<file path="config.mk">
export PLATFORM = sky130hd
export DESIGN_NAME = interleaved_word_mem
export DESIGN_NICKNAME = d
export VERILOG_FILES = /design/src/rtl/iwm_pkg.sv /design/src/rtl/iwm_bank.sv /design/src/rtl/iwm_datapath.sv /design/src/rtl/iwm_ctrl.sv /design/src/rtl/interleaved_word_mem.sv
export SDC_FILE = /design/constraint.sdc
export NUM_CORES = 2
export LEC_CHECK = 0
export ABC_CLOCK_PERIOD_IN_PS = 8500
export BUFFER_PORTS_ARGS = -buffer_cell sky130_fd_sc_hd__buf_2
export CORE_ASPECT_RATIO = 0.8
export CORE_MARGIN = 2
export CORE_UTILIZATION = 55
export DETAILED_ROUTE_END_ITERATION = 12
export PLACE_DENSITY_LB_ADDON = 0.2
export SLEW_MARGIN = 10
export SYNTH_ARGS = -nofsm -noshare
export SYNTH_HDL_FRONTEND = slang
export SYNTH_HIERARCHICAL = 1
export SYNTH_MEMORY_MAX_BITS = 65536
export SYNTH_SLANG_ARGS = --single-unit
</file>
<file path="constraint.sdc">
create_clock -name clk -period 8.5 [get_ports clk]
set_input_delay 0.425 -clock clk [delete_from_list [all_inputs] [get_ports clk]]
set_output_delay 0.425 -clock clk [all_outputs]
set_load 0.02 [all_outputs]
</file>
<file path="src/rtl/iwm_pkg.sv">
package iwm_pkg;

  localparam int NUM_BANKS  = 8;
  localparam int BANK_W     = $clog2(NUM_BANKS);
  localparam int WORD_BYTES = 4;
  localparam int OFFSET_W   = $clog2(WORD_BYTES);

  // Strobes from control to datapath for one cycle.
  typedef struct packed {
    logic [NUM_BANKS-1:0] bankLoad;   // one-hot: bank latches its row word
    logic                 capture;    // data stage loads a word
    logic [BANK_W-1:0]    captureSel; // bank whose held word is taken
  } strobes_t;

endpackage

</file>
<file path="src/rtl/iwm_bank.sv">
module iwm_bank #(
  parameter int ROW_W  = 4,
  parameter int WORD_W = 32
) (
  input  logic              clk,
  input  logic              preWe,
  input  logic [ROW_W-1:0]  preRow,
  input  logic [WORD_W-1:0] preData,
  input  logic              load,
  input  logic [ROW_W-1:0]  loadRow,
  output logic [WORD_W-1:0] holdWord
);

  localparam int DEPTH = 1 << ROW_W;

  logic [WORD_W-1:0] store [DEPTH];

  // The held word stays stable until the next load. The control
  // guarantees the data stage has taken it by then.
  always_ff @(posedge clk) begin
    if (preWe) store[preRow] <= preData;
    if (load)  holdWord      <= store[loadRow];
  end

endmodule

</file>
<file path="src/rtl/iwm_datapath.sv">
module iwm_datapath
  import iwm_pkg::*;
#(
  parameter int ROW_W  = 4,
  parameter int WORD_W = 32
) (
  input  logic                    clk,
  input  logic                    rstN,
  input  strobes_t                stb,
  input  logic [ROW_W-1:0]        loadRow,
  input  logic                    preWe,
  input  logic [BANK_W+ROW_W-1:0] preWordAddr,
  input  logic [WORD_W-1:0]       preData,
  output logic                    rspValid,
  output logic [WORD_W-1:0]       rspData
);

  logic [BANK_W-1:0] preBank;
  logic [ROW_W-1:0]  preRow;
  logic [WORD_W-1:0] holdWords [NUM_BANKS];
  logic [WORD_W-1:0] selWord;

  assign preBank = preWordAddr[BANK_W-1:0];
  assign preRow  = preWordAddr[BANK_W+ROW_W-1:BANK_W];

  for (genvar b = 0; b < NUM_BANKS; b++) begin : g_bank
    iwm_bank #(.ROW_W(ROW_W), .WORD_W(WORD_W)) i_bank (
      .clk      (clk),
      .preWe    (preWe && (preBank == BANK_W'(b))),
      .preRow   (preRow),
      .preData  (preData),
      .load     (stb.bankLoad[b]),
      .loadRow  (loadRow),
      .holdWord (holdWords[b])
    );
  end

  assign selWord = holdWords[stb.captureSel];

  // Data transfer stage: one register between the banks and the port.
  always_ff @(posedge clk) begin
    if (!rstN) begin
      rspValid <= 1'b0;
      rspData  <= '0;
    end else begin
      rspValid <= stb.capture;
      if (stb.capture) rspData <= selWord;
    end
  end

endmodule

</file>
<file path="src/rtl/iwm_ctrl.sv">
module iwm_ctrl
  import iwm_pkg::*;
#(
  parameter int LATENCY = 4,
  parameter int ROW_W   = 4
) (
  input  logic              clk,
  input  logic              rstN,
  input  logic              reqValid,
  input  logic [BANK_W-1:0] reqBank,
  input  logic [ROW_W-1:0]  reqRow,
  output logic              reqReady,
  output strobes_t          stb,
  output logic [ROW_W-1:0]  loadRow
);

  localparam int CNT_W = (LATENCY > 1) ? $clog2(LATENCY) : 1;

  logic [CNT_W-1:0]  resCnt [NUM_BANKS];
  logic              issue;
  logic              stgValid;
  logic [BANK_W-1:0] stgBank;
  logic [ROW_W-1:0]  stgRow;
  logic [LATENCY-1:0]             tagValid;
  logic [LATENCY-1:0][BANK_W-1:0] tagBank;

  assign reqReady = (resCnt[reqBank] == '0);
  assign issue    = reqValid && reqReady;

  // Per-bank reservation: a request to the bank accepted in cycle c
  // keeps the bank closed to new requests until cycle c+LATENCY.
  always_ff @(posedge clk) begin
    if (!rstN) begin
      for (int b = 0; b < NUM_BANKS; b++) resCnt[b] <= '0;
    end else begin
      for (int b = 0; b < NUM_BANKS; b++) begin
        if (issue && (reqBank == BANK_W'(b)))
          resCnt[b] <= CNT_W'(LATENCY - 1);
        else if (resCnt[b] != '0)
          resCnt[b] <= resCnt[b] - 1'b1;
      end
    end
  end

  // Address transfer stage.
  always_ff @(posedge clk) begin
    if (!rstN) begin
      stgValid <= 1'b0;
      stgBank  <= '0;
      stgRow   <= '0;
    end else begin
      stgValid <= issue;
      if (issue) begin
        stgBank <= reqBank;
        stgRow  <= reqRow;
      end
    end
  end

  // Tag line follows each access through the bank latency so that the
  // data stage knows which bank to take from, in issue order.
  always_ff @(posedge clk) begin
    if (!rstN) begin
      tagValid <= '0;
      tagBank  <= '0;
    end else begin
      tagValid[0] <= stgValid;
      tagBank[0]  <= stgBank;
      for (int k = 1; k < LATENCY; k++) begin
        tagValid[k] <= tagValid[k-1];
        tagBank[k]  <= tagBank[k-1];
      end
    end
  end

  always_comb begin
    stb.bankLoad = '0;
    if (stgValid) stb.bankLoad[stgBank] = 1'b1;
    stb.capture    = tagValid[LATENCY-1];
    stb.captureSel = tagBank[LATENCY-1];
  end

  assign loadRow = stgRow;

endmodule

</file>
<file path="src/rtl/interleaved_word_mem.sv">
module interleaved_word_mem
  import iwm_pkg::*;
#(
  parameter int ADDR_W  = 9,
  parameter int WORD_W  = 32,
  parameter int LATENCY = 4
) (
  input  logic                   clk,
  input  logic                   rstN,
  input  logic                   reqValid,
  input  logic [ADDR_W-1:0]      reqAddr,
  output logic                   reqReady,
  output logic                   rspValid,
  output logic [WORD_W-1:0]      rspData,
  input  logic                   preWe,
  input  logic [ADDR_W-OFFSET_W-1:0] preAddr,
  input  logic [WORD_W-1:0]      preData
);

  localparam int ROW_W = ADDR_W - OFFSET_W - BANK_W;

  strobes_t          stb;
  logic [ROW_W-1:0]  loadRow;
  logic [BANK_W-1:0] reqBank;
  logic [ROW_W-1:0]  reqRow;
  logic              unusedOffsetBits;

  assign reqBank          = reqAddr[OFFSET_W+BANK_W-1:OFFSET_W];
  assign reqRow           = reqAddr[ADDR_W-1:OFFSET_W+BANK_W];
  assign unusedOffsetBits = ^reqAddr[OFFSET_W-1:0];

  iwm_ctrl #(.LATENCY(LATENCY), .ROW_W(ROW_W)) i_ctrl (
    .clk      (clk),
    .rstN     (rstN),
    .reqValid (reqValid),
    .reqBank  (reqBank),
    .reqRow   (reqRow),
    .reqReady (reqReady),
    .stb      (stb),
    .loadRow  (loadRow)
  );

  iwm_datapath #(.ROW_W(ROW_W), .WORD_W(WORD_W)) i_datapath (
    .clk         (clk),
    .rstN        (rstN),
    .stb         (stb),
    .loadRow     (loadRow),
    .preWe       (preWe),
    .preWordAddr (preAddr),
    .preData     (preData),
    .rspValid    (rspValid),
    .rspData     (rspData)
  );

endmodule

</file>
Yosys cells after proc, flatten, opt, wreduce, memory -nomap -nowiden

Memories as Yosys holds them, arrays and structs flattened. A register that Yosys moved wholly into a read port is not among the register bits.
Index checks and enable logic that the tools add are counted.
Widths: inputs -> output; s select.

Bits in writable memories: 4112
Memories kept: 9
Logic and storage cells: 185
Output and inout port bits: 34
Register bits after elaboration: 57

Magnitude comparators: 3
Equal/unequal tests: 14
Reduce and logical (&&, ||, !) cells: 29
Add/subtract/negate cells: 8
Multiplexer cells: 95
Bitwise logic cells: 17

Memory list:

| name                              | depth | width | read ports | clocked after Yosys merged registers in | wr ports | RTL line       | text |
|---|---|---|---|---|---|---|---|
| i_datapath.g_bank[0].i_bank.store | 16    | 32    | 1          | 1                                       | 1        | iwm_bank.sv:16 | `logic [WORD_W-1:0] store [DEPTH];` |
| i_datapath.g_bank[1].i_bank.store | 16    | 32    | 1          | 1                                       | 1        | iwm_bank.sv:16 |  |
| i_datapath.g_bank[2].i_bank.store | 16    | 32    | 1          | 1                                       | 1        | iwm_bank.sv:16 |  |
| i_datapath.g_bank[3].i_bank.store | 16    | 32    | 1          | 1                                       | 1        | iwm_bank.sv:16 |  |
| i_datapath.g_bank[4].i_bank.store | 16    | 32    | 1          | 1                                       | 1        | iwm_bank.sv:16 |  |
| i_datapath.g_bank[5].i_bank.store | 16    | 32    | 1          | 1                                       | 1        | iwm_bank.sv:16 |  |
| 3 more memories                   | n/a   | n/a   | n/a        | n/a                                     | n/a      | n/a            |  |

Operators by type and width:

| cell                | number |
|---|---|
| $bmux 32 s3         | 1 |
| $mux 1              | 74 |
| $mux 32             | 2 |
| $mux 2              | 16 |
| $eq 3x3->1 const B  | 8 |
| $logic_and 1x1->1   | 18 |
| $or 1x1->1          | 16 |
| $reduce_bool 2->1   | 8 |
| $sub 2x1->2 const B | 8 |
| $eq 3x2->1 const B  | 4 |
| $mux 8              | 1 |
| $eq 3x1->1 const B  | 2 |
| $logic_not 3->1     | 2 |
| $ge 4x4->1 const B  | 1 |
| $lt 3x4->1 const B  | 1 |
| $not 3->4           | 1 |
| $demux 1 s3         | 1 |
| $ge 3x1->1 const B  | 1 |
| $logic_not 2->1     | 1 |

Longest topological paths before layout

An unclocked memory read counts as a cell.

Depth in word-level cells: 9
Mapped depth: 8
Depth with buffers taken out: 4

Hierarchy

Netlist, hierarchy kept.

Modules (own cells, without submodules):

| module                                     | area an instance (um^2) | instances | cells each |
|---|---|---|---|
| iwm_bank (i_datapath.g_bank[2].i_bank ...) | 20174.3                 | 6         | 838 |
| iwm_bank (i_datapath.g_bank[0].i_bank ...) | 20155.6                 | 2         | 838 |
| iwm_datapath                               | 3180.6                  | 1         | 344 |
| iwm_ctrl                                   | 1949.4                  | 1         | 197 |

Worst setup path after synthesis

No wires, ideal clock.

Path type: input to register
Start: input port preAddr[0]
End: memory i_datapath.g_bank[0].i_bank.store[0][0] (enable)
Data arrival time: 3586 ps
Data required time: 8039 ps
Path buffers: 0
Library setup time: 461 ps
Stages: 4
Slack: 4453 ps
Path through: nand2b_1 > nor3_1 > or3b_2 > nor3_1

Longest elaborated chain between the ends: 4

Ends and longest elaborated chain:

| item                         | RTL line                   | text |
|---|---|---|
| start: declaration           | interleaved_word_mem.sv:16 | `input logic [ADDR_W-OFFSET_W-1:0] preAddr,` |
| $logic_not 3->1              | iwm_datapath.sv:29         | `.preWe (preWe && (preBank == BANK_W'(b))),` |
| $logic_and 1x1->1            | iwm_datapath.sv:29         |  |
| $mux 1                       | iwm_bank.sv:21             | `if (preWe) store[preRow] <= preData;` |
| $mux 1 (implied by the code) | iwm_bank.sv:21             |  |
| end: declaration             | iwm_bank.sv:16             |  |

No other way between the ends.

==> results by stage <==
Timing:
- In the final timing run, aggregate negative setup slack is 0 ns.
- Of the available clock period, the critical path in the final layout requires 0.438.
- Setup repair after global routing left no endpoint under its margin.
- The number of pins with negative max-slew slack in the final report came to 0.
- The maximum frequency from static timing analysis is 269 MHz.
- Clock skew on the completed layout was measured at about 0.048 ns.
- Setup violations remaining at the end of the flow were counted as 0.
- After layout, the minimum clock period comes to 3.72 ns.
- Measured against its own limit, the worst slew margin works out to 0.147.
- The number of hold violations in the final report is 0.
- At the pin with the least slew margin, the transition time is approximately 1.3 ns.

Critical path:
- The worst setup path is of the register to register kind.
- The worst register-to-register path has a depth of 5.
- Of all nets on the critical path, the largest fanout is 78.
- The worst register-to-register path ends at i_datapath/g_bank[7].i_bank/holdWord[2].
- The endpoint class of the critical path is a register.
- The beginning of the worst register-to-register path is i_ctrl/loadRow[0].
- For the worst setup path, the data required time is around 9.1 ns.
- For flop-to-flop paths, the worst setup slack is approximately 4.8 ns.
- The launching element type of the critical path is a register.
- The critical path launch point is i_ctrl/loadRow[0].
- The arrival time reported for the critical path endpoint is around 4.4 ns.

Flow run:
- Max-cap violations in this run came to 0.

Pwr:
- IR analysis of the VDD net gives a maximum drop of 0.000186 V.
- Summed over all cells, the static leakage comes to around 57 nW.
- The total chip power is about 48 mW.
- The ratio of total power to cell area is about 260 nW/µm².

Logic synthesis:
- The net count of the mapped netlist is between 7,000 and 8,000.
- The share of the Yosys chip area taken by registers is 0.795.
- The number of warnings issued by yosys is 6.
- The number of different library cells in the post-synthesis netlist is 40.
- After synthesis, the mean cell area works out to 23.0 µm².
- Synthesis handed over a netlist of 7,245 instances.
- The combined area of all synthesized cells is approximately 170,000 µm².
- Counting flops and latches in the post-synthesis netlist gives about 4,400.

Global routing:
- The remaining global-route overflow is 0.
- In the global route stage, met1 resource usage came out at 0.411.
- The first global-routing pass estimated 580,000 µm of wire.
- The via count of the first global-routing pass is approximately 80,000.
- The most utilized layer in the global route result is met1.
- The combined global-route utilization of all metal layers is 0.269.
- The number of antenna violations at the first check in global routing was between 40 and 50.
- For met3 alone, demand over resource in global routing was 0.0502.
- The pin count of the biggest net entering global routing is approximately 140.
- In the global route stage, met2 resource usage came out at 0.403.

Routing:
- In the final routed layout, each cell accounts on average for approximately 34 µm.
- The detail route stage leaves a number of antenna-violating nets equal to 0.
- After detailed routing, the number of vias per cell comes to ~6.6.
- The number of violations reported at the end of detailed-routing iteration 0 is 12,240.
- The routed design has 411,000 µm of wire.
- The residual DRC count is 0.
- The pre-antenna-repair detailed-routing pass consisted of 7 iterations.
- The number of vias after detailed routing is slightly below 80,000.

Clock tree:
- TritonCTS created ~420 clock buffers.
- The clock sink count is about 4,400.
- The maximum level of the CTS H-tree is 5.
- In this run the post-CTS setup repair buffer count came out at 0.
- After clock tree synthesis, the clock-pin slew on the worst setup and hold paths is around 0.060 ns.
- The clock passes through at most 4 buffers.
- The CTS tree is done.
- The clock latency on the worst-skew pair is between 0.9 and 1 ns.
- The tree is rooted in a sky130_fd_sc_hd__clkbuf_16.

Layout:
- Leaving out fill and tap cells, the most frequent cell in the layout is sky130_fd_sc_hd__edfxtp_1.
- The layout cell share with drive strength beyond 1 is 0.275.
- The top cell types in the final layout, fill and taps aside, are sky130_fd_sc_hd__edfxtp_1 (4,368), sky130_fd_sc_hd__mux4_2 (1,027), sky130_fd_sc_hd__a22oi_1 (521).
- The multi-input logic area is about 33,000 µm².
- After the last flow step, the layout net total stands at around 7,700.
- The filler cells instantiated in the layout total slightly above 20,000.
- The area overhead of the layout relative to synthesis is 12.0%.
- The finished layout holds between 10,000 and 15,000 standard cells, fillers aside.
- The sequential cells in the finished layout cover a total of around 130,000 µm².

Hold path:
- The terminating pin of the worst hold path is i_datapath/g_bank[4].i_bank/store[2][28].
- The worst hold path belongs to the class input port to register.
- In this run the most critical hold path is launched from preData[28].
- The cell depth of the worst min-delay path is 1.

Place:
- The congestion estimate from routability-driven global placement came to 0.872.
- Counting tap cells, the placed design contains a total of 11,185 instances.
- The count of buffers added on input and output ports is slightly above 80.
- Summed over all nets, the half-perimeter wirelength after detailed placement is ~220,000 µm.

Floorplan:
- The overall die area is a little over 300,000 µm².
- The y dimension of the die is approximately 500 µm.
- Pin placement for this block handled 86 I/O pins.
- The starting density of the core is 0.553.
- The width of the die is around 620 µm.
- The region available for standard cell placement spans 301,000 µm².
- After floorplanning, the core was divided into 180 placement rows.

Status:
- The run finished with clean final reports.
-- worst max-delay path by stage --
stage,to,cells after the start
final,i_datapath/g_bank[7].i_bank/holdWord[2],5
after global routing,i_datapath/g_bank[7].i_bank/holdWord[5],5
after CTS,i_datapath/g_bank[7].i_bank/holdWord[2],5
after detailed placement,i_datapath/g_bank[7].i_bank/holdWord[2],5
after global placement,i_datapath/g_bank[7].i_bank/holdWord[30],5
after floorplan,i_datapath/g_bank[0].i_bank/store[0][0],4
-- cells by family after synthesis --
logic type / synth area share
buf+inv: 0.0127
compound gates: 0.0291
flops: 0.795
fa+ha+maj: 0.000601
simple gates: 0.0155
mux: 0.147
-- critical path, stage by stage (launching register included) --
cell and delay [ns]:
sky130_fd_sc_hd__dfxtp_4 0.90, sky130_fd_sc_hd__buf_12 0.59, sky130_fd_sc_hd__buf_4 0.81, sky130_fd_sc_hd__mux4_2 0.59, sky130_fd_sc_hd__a22oi_1 0.26, sky130_fd_sc_hd__nand2_1 0.08
-- sequential cells by signal, indices dropped and copies added (netlist names) --
signal / flops
i_ctrl/stgValid: 1
i_ctrl/stb: 3
i_ctrl/loadRow: 4
i_datapath/g_bank.i_bank/store: 4096
i_ctrl/tagBank: 9
i_ctrl/tagValid: 4
i_datapath/rspValid: 1
i_ctrl/resCnt: 16
i_datapath/rspData: 32
i_datapath/g_bank.i_bank/holdWord: 256
i_ctrl/stgBank: 3
-- cell type report --
cell class | count | area share
flip-flops and latches | 4425 | 0.710
multi-input cells | 2407 | 0.177
clock buffers | 523 | 0.0598
well taps | 4004 | 0.0269
repair buffers | 337 | 0.0141
clock inverters | 231 | 0.0114
inverters | 22 | 0.000443
diodes | 11 | 0.000148
-- through the flow --
step                      hold WS (ns)  worst slack [ns]  area, µm²  utilization
after detailed placement         0.420              4.76     173000        0.575
after floorplan                  0.412              4.45     166000            -
after CTS                     0.000304              4.74     186000        0.619
final                           0.0516              4.78     186000        0.620
after global routing            0.0335              4.53     186000        0.619
after global placement           0.414              4.80     173000        0.575
-- synth_stat cells --
master | number | area (µm²)
sky130_fd_sc_hd__nand3b_1 | 23 | 173
sky130_fd_sc_hd__nor2_1 | 132 | 495
sky130_fd_sc_hd__o22ai_1 | 23 | 144
sky130_fd_sc_hd__clkbuf_1 | 164 | 616
sky130_fd_sc_hd__buf_8 | 2 | 30.0
sky130_fd_sc_hd__nor2b_1 | 17 | 106
sky130_fd_sc_hd__nand3_1 | 10 | 50.1
sky130_fd_sc_hd__nor3_2 | 1 | 10.0
sky130_fd_sc_hd__nand2_1 | 286 | 1070
sky130_fd_sc_hd__o22ai_4 | 1 | 20.0
sky130_fd_sc_hd__and2_1 | 24 | 150
sky130_fd_sc_hd__ha_1 | 8 | 100
sky130_fd_sc_hd__buf_1 | 75 | 282
sky130_fd_sc_hd__or2_0 | 4 | 25.0
sky130_fd_sc_hd__nand2b_1 | 24 | 150
sky130_fd_sc_hd__o31a_1 | 2 | 17.5
sky130_fd_sc_hd__or2_2 | 5 | 31.3
sky130_fd_sc_hd__edfxtp_1 | 4368 | 131000
sky130_fd_sc_hd__buf_12 | 1 | 20.0
sky130_fd_sc_hd__or3b_2 | 8 | 70.1
sky130_fd_sc_hd__a221o_1 | 23 | 230
sky130_fd_sc_hd__a21boi_0 | 3 | 22.5
sky130_fd_sc_hd__a22oi_1 | 521 | 3910
sky130_fd_sc_hd__o21a_1 | 12 | 90.1
sky130_fd_sc_hd__nor4_2 | 2 | 25.0
sky130_fd_sc_hd__nor3_1 | 40 | 200
sky130_fd_sc_hd__nand4_1 | 1 | 6.26
sky130_fd_sc_hd__buf_4 | 92 | 691
sky130_fd_sc_hd__or2_1 | 1 | 6.26
sky130_fd_sc_hd__mux2_2 | 64 | 721
sky130_fd_sc_hd__inv_1 | 21 | 78.8
sky130_fd_sc_hd__mux2i_1 | 70 | 701
sky130_fd_sc_hd__buf_6 | 17 | 191
sky130_fd_sc_hd__a21oi_1 | 32 | 160
sky130_fd_sc_hd__inv_2 | 1 | 3.75
sky130_fd_sc_hd__o21ai_0 | 34 | 170
sky130_fd_sc_hd__buf_2 | 40 | 200
sky130_fd_sc_hd__mux4_2 | 1027 | 23100
sky130_fd_sc_hd__dfxtp_1 | 57 | 1140
sky130_fd_sc_hd__o221ai_1 | 9 | 78.8
-- what timing repair did --
action / CTS / global route
hold buffers: 10 / 0
hold endpoints to repair: 70 / 0
resized for setup: 0 / 0
-- metal layers --
| layer | routed length [µm] | part of all wire |
|---|---|---|
| met1 | 164000 | 0.40 |
| met2 | 189000 | 0.46 |
| met3 | 45300 | 0.11 |
| met4 | 13100 | 0.032 |
| met5 | 39 | 0.000095 |
-- power breakdown --
group / switching, mW / total, mW / internal [mW]
logic: 2.90 / 4.93 / 2.03
registers: 0.149 / 24.4 / 24.3
clock network: 7.82 / 18.2 / 10.4
Note: power is estimated with default switching activity, not from simulation.
